<file path="config.mk">
export PLATFORM = sky130hd
export DESIGN_NAME = lcd_instr_decoder
export DESIGN_NICKNAME = d
export VERILOG_FILES = /design/src/rtl/lcdi_pkg.sv /design/src/rtl/lcdi_decode.sv /design/src/rtl/lcdi_power_fsm.sv /design/src/rtl/lcdi_shift_ctrl.sv /design/src/rtl/lcdi_addr_counter.sv /design/src/rtl/lcd_instr_decoder.sv
export SDC_FILE = /design/constraint.sdc
export NUM_CORES = 1
export LEC_CHECK = 0
export BUFFER_PORTS_ARGS = -buffer_cell sky130_fd_sc_hd__buf_2
export CAP_MARGIN = 40
export CORE_MARGIN = 8
export CORE_UTILIZATION = 39
export CTS_CLUSTER_DIAMETER = 30
export CTS_CLUSTER_SIZE = 20
export DETAILED_ROUTE_END_ITERATION = 10
export PLACE_DENSITY = 0.76
export SLEW_MARGIN = 30
export SYNTH_ARGS = -nofsm -noshare
export SYNTH_HDL_FRONTEND = slang
export SYNTH_SLANG_ARGS = --single-unit
</file>
<file path="constraint.sdc">
create_clock -name clk_i -period 1.1 [get_ports clk_i]
set_input_delay 0.22 -clock clk_i [delete_from_list [all_inputs] [get_ports clk_i]]
set_output_delay 0.22 -clock clk_i [all_outputs]
set_load 0.01 [all_outputs]
</file>
<file path="src/rtl/lcdi_pkg.sv">
package lcdi_pkg;
    localparam int OPC_W = 4;

    localparam logic [OPC_W-1:0] OPC_DISPLAY = 4'h1;
    localparam logic [OPC_W-1:0] OPC_SHIFT   = 4'h2;
    localparam logic [OPC_W-1:0] OPC_LOAD_AC = 4'h3;

    typedef enum logic {
        ST_RUN   = 1'b0,
        ST_SLEEP = 1'b1
    } pwr_state_e;

    typedef struct packed {
        logic is_disp;
        logic is_shift;
        logic is_load;
        logic blank;
        logic sleep;
        logic sel_main;
        logic sel_attr;
        logic left;
    } dec_t;
endpackage

</file>
<file path="src/rtl/lcdi_decode.sv">
module lcdi_decode
    import lcdi_pkg::*;
#(
    parameter int WORD_W  = 16,
    parameter int CHAR_AW = 6,
    parameter int ATTR_AW = 4
) (
    input  logic [WORD_W-1:0]  word_i,
    output dec_t               dec_o,
    output logic [CHAR_AW-1:0] char_a_o,
    output logic [ATTR_AW-1:0] attr_a_o
);
    localparam int OPC_LSB  = WORD_W - OPC_W;
    localparam int ATTR_LSB = CHAR_AW;

    logic [OPC_W-1:0] opc;

    always_comb begin
        opc            = word_i[OPC_LSB +: OPC_W];
        dec_o          = '0;
        dec_o.is_disp  = (opc == OPC_DISPLAY);
        dec_o.is_shift = (opc == OPC_SHIFT);
        dec_o.is_load  = (opc == OPC_LOAD_AC);
        dec_o.blank    = word_i[1];
        dec_o.sleep    = word_i[0];
        dec_o.sel_main = word_i[2];
        dec_o.sel_attr = word_i[1];
        dec_o.left     = word_i[0];
        char_a_o       = word_i[0 +: CHAR_AW];
        attr_a_o       = word_i[ATTR_LSB +: ATTR_AW];
    end
endmodule

</file>
<file path="src/rtl/lcdi_power_fsm.sv">
module lcdi_power_fsm
    import lcdi_pkg::*;
(
    input  logic clk_i,
    input  logic rst_i,
    input  logic disp_we_i,
    input  logic blank_i,
    input  logic sleep_i,
    output logic asleep_o,
    output logic osc_en_o,
    output logic drive_off_o
);
    pwr_state_e state_q, state_d;
    logic       blank_q;

    always_comb begin
        state_d = state_q;
        unique case (state_q)
            ST_RUN:   if (disp_we_i && sleep_i)  state_d = ST_SLEEP; // GO_SLEEP
            ST_SLEEP: if (disp_we_i && !sleep_i) state_d = ST_RUN;   // WAKE
            default:  state_d = ST_RUN;
        endcase
    end

    always_ff @(posedge clk_i) begin
        if (rst_i) begin
            state_q <= ST_RUN;
            blank_q <= 1'b1;
        end else begin
            state_q <= state_d;
            if (disp_we_i) blank_q <= blank_i;
        end
    end

    always_comb begin
        unique case (state_q)
            ST_RUN: begin
                asleep_o    = 1'b0;
                osc_en_o    = 1'b1;
                drive_off_o = blank_q;
            end
            ST_SLEEP: begin
                asleep_o    = 1'b1;
                osc_en_o    = 1'b0;
                drive_off_o = 1'b1;
            end
            default: begin
                asleep_o    = 1'b0;
                osc_en_o    = 1'b1;
                drive_off_o = 1'b1;
            end
        endcase
    end
endmodule

</file>
<file path="src/rtl/lcdi_shift_ctrl.sv">
module lcdi_shift_ctrl #(
    parameter int N_CHAN = 2
) (
    input  logic              clk_i,
    input  logic              rst_i,
    input  logic              fire_i,
    input  logic [N_CHAN-1:0] sel_i,
    input  logic              left_i,
    output logic [N_CHAN-1:0] pulse_o,
    output logic              left_o
);
    for (genvar g = 0; g < N_CHAN; g++) begin : g_chan
        always_ff @(posedge clk_i) begin
            if (rst_i) pulse_o[g] <= 1'b0;
            else       pulse_o[g] <= fire_i && sel_i[g];
        end
    end

    always_ff @(posedge clk_i) begin
        if (rst_i)       left_o <= 1'b0;
        else if (fire_i) left_o <= left_i;
    end
endmodule

</file>
<file path="src/rtl/lcdi_addr_counter.sv">
module lcdi_addr_counter #(
    parameter int CHAR_AW = 6,
    parameter int ATTR_AW = 4
) (
    input  logic               clk_i,
    input  logic               rst_i,
    input  logic               load_i,
    input  logic [CHAR_AW-1:0] char_a_i,
    input  logic [ATTR_AW-1:0] attr_a_i,
    output logic [CHAR_AW-1:0] char_a_o,
    output logic [ATTR_AW-1:0] attr_a_o
);
    always_ff @(posedge clk_i) begin
        if (rst_i) begin
            char_a_o <= '0;
            attr_a_o <= '0;
        end else if (load_i) begin
            char_a_o <= char_a_i;
            attr_a_o <= attr_a_i;
        end
    end
endmodule

</file>
<file path="src/rtl/lcd_instr_decoder.sv">
module lcd_instr_decoder
    import lcdi_pkg::*;
#(
    parameter int WORD_W  = 16,
    parameter int CHAR_AW = 6,
    parameter int ATTR_AW = 4
) (
    input  logic               clk_i,
    input  logic               rst_i,
    input  logic [WORD_W-1:0]  instr_i,
    input  logic               strobe_i,
    output logic               drive_off_o,
    output logic               osc_en_o,
    output logic               shift_main_o,
    output logic               shift_attr_o,
    output logic               shift_left_o,
    output logic [CHAR_AW-1:0] char_addr_o,
    output logic [ATTR_AW-1:0] attr_addr_o
);
    localparam int N_CHAN = 2;

    dec_t               dec;
    logic [CHAR_AW-1:0] char_a;
    logic [ATTR_AW-1:0] attr_a;
    logic               asleep;
    logic               disp_we, shift_fire, ac_load;
    logic [N_CHAN-1:0]  pulses;

    lcdi_decode #(.WORD_W(WORD_W), .CHAR_AW(CHAR_AW), .ATTR_AW(ATTR_AW)) u_decode (
        .word_i  (instr_i),
        .dec_o   (dec),
        .char_a_o(char_a),
        .attr_a_o(attr_a)
    );

    assign disp_we    = strobe_i && dec.is_disp;
    assign shift_fire = strobe_i && dec.is_shift && !asleep;
    assign ac_load    = strobe_i && dec.is_load  && !asleep;

    lcdi_power_fsm u_power (
        .clk_i      (clk_i),
        .rst_i      (rst_i),
        .disp_we_i  (disp_we),
        .blank_i    (dec.blank),
        .sleep_i    (dec.sleep),
        .asleep_o   (asleep),
        .osc_en_o   (osc_en_o),
        .drive_off_o(drive_off_o)
    );

    lcdi_shift_ctrl #(.N_CHAN(N_CHAN)) u_shift (
        .clk_i  (clk_i),
        .rst_i  (rst_i),
        .fire_i (shift_fire),
        .sel_i  ({dec.sel_attr, dec.sel_main}),
        .left_i (dec.left),
        .pulse_o(pulses),
        .left_o (shift_left_o)
    );

    assign shift_main_o = pulses[0];
    assign shift_attr_o = pulses[1];

    lcdi_addr_counter #(.CHAR_AW(CHAR_AW), .ATTR_AW(ATTR_AW)) u_ac (
        .clk_i   (clk_i),
        .rst_i   (rst_i),
        .load_i  (ac_load),
        .char_a_i(char_a),
        .attr_a_i(attr_a),
        .char_a_o(char_addr_o),
        .attr_a_o(attr_addr_o)
    );
endmodule

</file>
==> reports/results.ini <==
[status]
status=finished, violations left
violations=negative setup slack

[worst_setup_path]
required_ns=0.88
crit_slowest_cell=dfxtp_2
cpPeakStageDelay_ns=0.33
crit_chain=or2_4 > buf_6
r2r_cells=4
critical_path.max_fanout=2
crit_type=reg2out
startpoint_type=register
crit_arrival_ns=0.96
endpoint_kind=output port

[yosys]
yosysTopAreaCellShare_pct=44.6
ys_seq_elements=15
ys.flop_type=dfxtp_1
synth_edf_count=0
ys_seq_area_share_pct=44.6
synth_cells=63
synth_cell_types=17
yosys_warnings=0
synth_nets=82
yosysTopAreaCell=dfxtp_1
yosys-top-cells-area=dfxtp_1, nand2b_1, mux2i_1
netlist_area_um2=673
postSynth.asyncResetShare_pct=0
synth_most_common_cell=nand2b_1
synthTopCellsByCount=nand2b_1, dfxtp_1, mux2i_1
postSynthAreaPerCell_um2=10.7

[worst_hold_path]
hold_class=in2reg
holdPathStages=3

[timing]
post-route-min-period_ns=1.18
rsz0062_at_grt=true
setup_ws_ns=-0.0845
hold_viol_final=0
whs_ns=0.181
max_freq_ghz=0.844
clock_skew_ns=0.000606
report.final.slew_viol_count=0
worst_pin_slew_ns=0.263
finalSetupViolations=2
max_slew_margin_pct=82.2
fin_crit_sh_pct=108

[detailed_routing]
vias_per_cell=4.65
ant_nets=0
dr_wl_met3_um=101
highest_layer=met4
drtPass1Iterations=2
wl_per_cell_um=12.9
vias=544
drc=0
drt_first_iter_violations=10
met1_length_um=631
wl_met2_um=751
drt-total-wl_mm=1.51

[placed_design]
gp_congestion=0.628
io_buffer_count=31
dp_hpwl_mm=1.17
dp_slack_ns=-0.158

[floorplan]
die_w_um=57.5
die_area_um2=3310
initial_utilization_pct=40.3
rows=15
die_y_um=57.5
io_pins=34
core_um2=1670

[grt]
grt_use_total_pct=9.78
overflow=0
antenna_found_initial=0
grt_pass1_vias=586
grt_pass1_wl_mm=2.51
grt_max_degree=25

[cts]
cts_buffer_depth=2
clock_sinks=15
clk_pin_slew_ns=0.09
cts.root.buffer_cell=clkbuf_4
cts_tree=yes
cts_buffers=3
clock_latency_ns=0.28
h-tree-depth=1
cts_hold_buf=0

[finish]
nFillCells=157
syn2layout_area_growth_pct=37.9
insertedDiodeCount=0
drive_above_1_share_pct=45.0
nets=120

[power]
p_leak_nw=0.408
finalPower_uw=981
power-per-cell-area_nw_per_um2=1060
peakVddDrop_v=0.000601

[flow_run]
maxCapViolations=0

==> layout make-up <==
class / count / area, µm² / share of cell area [%]
Clock buffer: 3 / 22.5 / 2.43
Clock inverter: 1 / 5.00 / 0.539
Multi-Input combinational cell: 44 / 359 / 38.7
Sequential cell: 15 / 302 / 32.5
Tap cell: 17 / 21.3 / 2.29
Inverter: 1 / 6.26 / 0.674
Timing Repair Buffer: 36 / 213 / 22.9
==> flip-flops by register name (all words and copies together) (netlist names), named ones only <==
signal           cells
u_shift.pulse_o      2
u_ac.attr_a_o        4
u_ac.char_a_o        6
u_shift.left_o       1
u_power.blank_q      1
==> final timing paths <==
| path | start | endpoint | slack, ns |
|---|---|---|---|
| worst max-delay path | register | drive_off_o | -0.08 |
| worst min-delay path | instr_i[5] | u_ac.char_a_o[5]$_SDFFE_PP0P_ | 0.18 |
| worst max register to register | register | u_ac.attr_a_o[2]$_SDFFE_PP0P_ | 0.01 |
| worst min register to register | u_ac.attr_a_o[3]$_SDFFE_PP0P_ | u_ac.attr_a_o[3]$_SDFFE_PP0P_ | 0.47 |
==> placed cells by master, fill, tap and decap left out, drive strengths merged <==
cell     instances
buf             36
nand2b          21
dfxtp           15
mux2i           11
clkbuf           3
nor3b            3
inv              1
or2              1
nand4bb          1
nor4b            1
nand3            1
nor2             1
o21a             1
a211o            1
or3              1
o31ai            1
clkinv           1
==> routing by layer <==
layer	global-route usage [%]	vias to the layer above
met3	4.26	2
met1	10.3	243
met2	15.4	15
met4	6.43	0
li1	-	284
met5	0	-
==> logic make-up after synthesis <==
kind of cell    count (synthesis)  synth area share, %
compound gates                  3                 3.53
simple gates                   30                 32.2
mux                            11                 16.4
buf+inv                         4                 3.35
flops                          15                 44.6
==> metrics by stage <==
stage	area, µm²	TNS [ns]	util (%)	cells
after floorplan	673	0	-	63
after global placement	861	-1.35	51.5	112
after detailed placement	861	-1.49	51.5	112
after CTS	915	-0.155	54.8	117
after global routing	928	-0.440	55.6	117
final	928	-0.108	55.6	117
==> critical path: cells and delay by family (launching register included) <==
kind | cells | cell delay [ns]
DFF | 1 | 0.33
and+or+nand+nor | 1 | 0.24
buffers and inverters | 1 | 0.12
==> timing repair <==
action	in CTS	in global routing
gates resized for setup	6	3
setup endpoints to repair	2	12
setup buffers	1	0
hold endpoints to repair	0	0
==> power by group <==
group | leakage (nW) | total [mW] | switching [mW] | internal [mW]
combinational | 0.269 | 0.111 | 0.0466 | 0.0640
sequential | 0.122 | 0.552 | 0.00297 | 0.549
clock | 0.0177 | 0.318 | 0.183 | 0.135
Power figures use the tool's default switching activity.
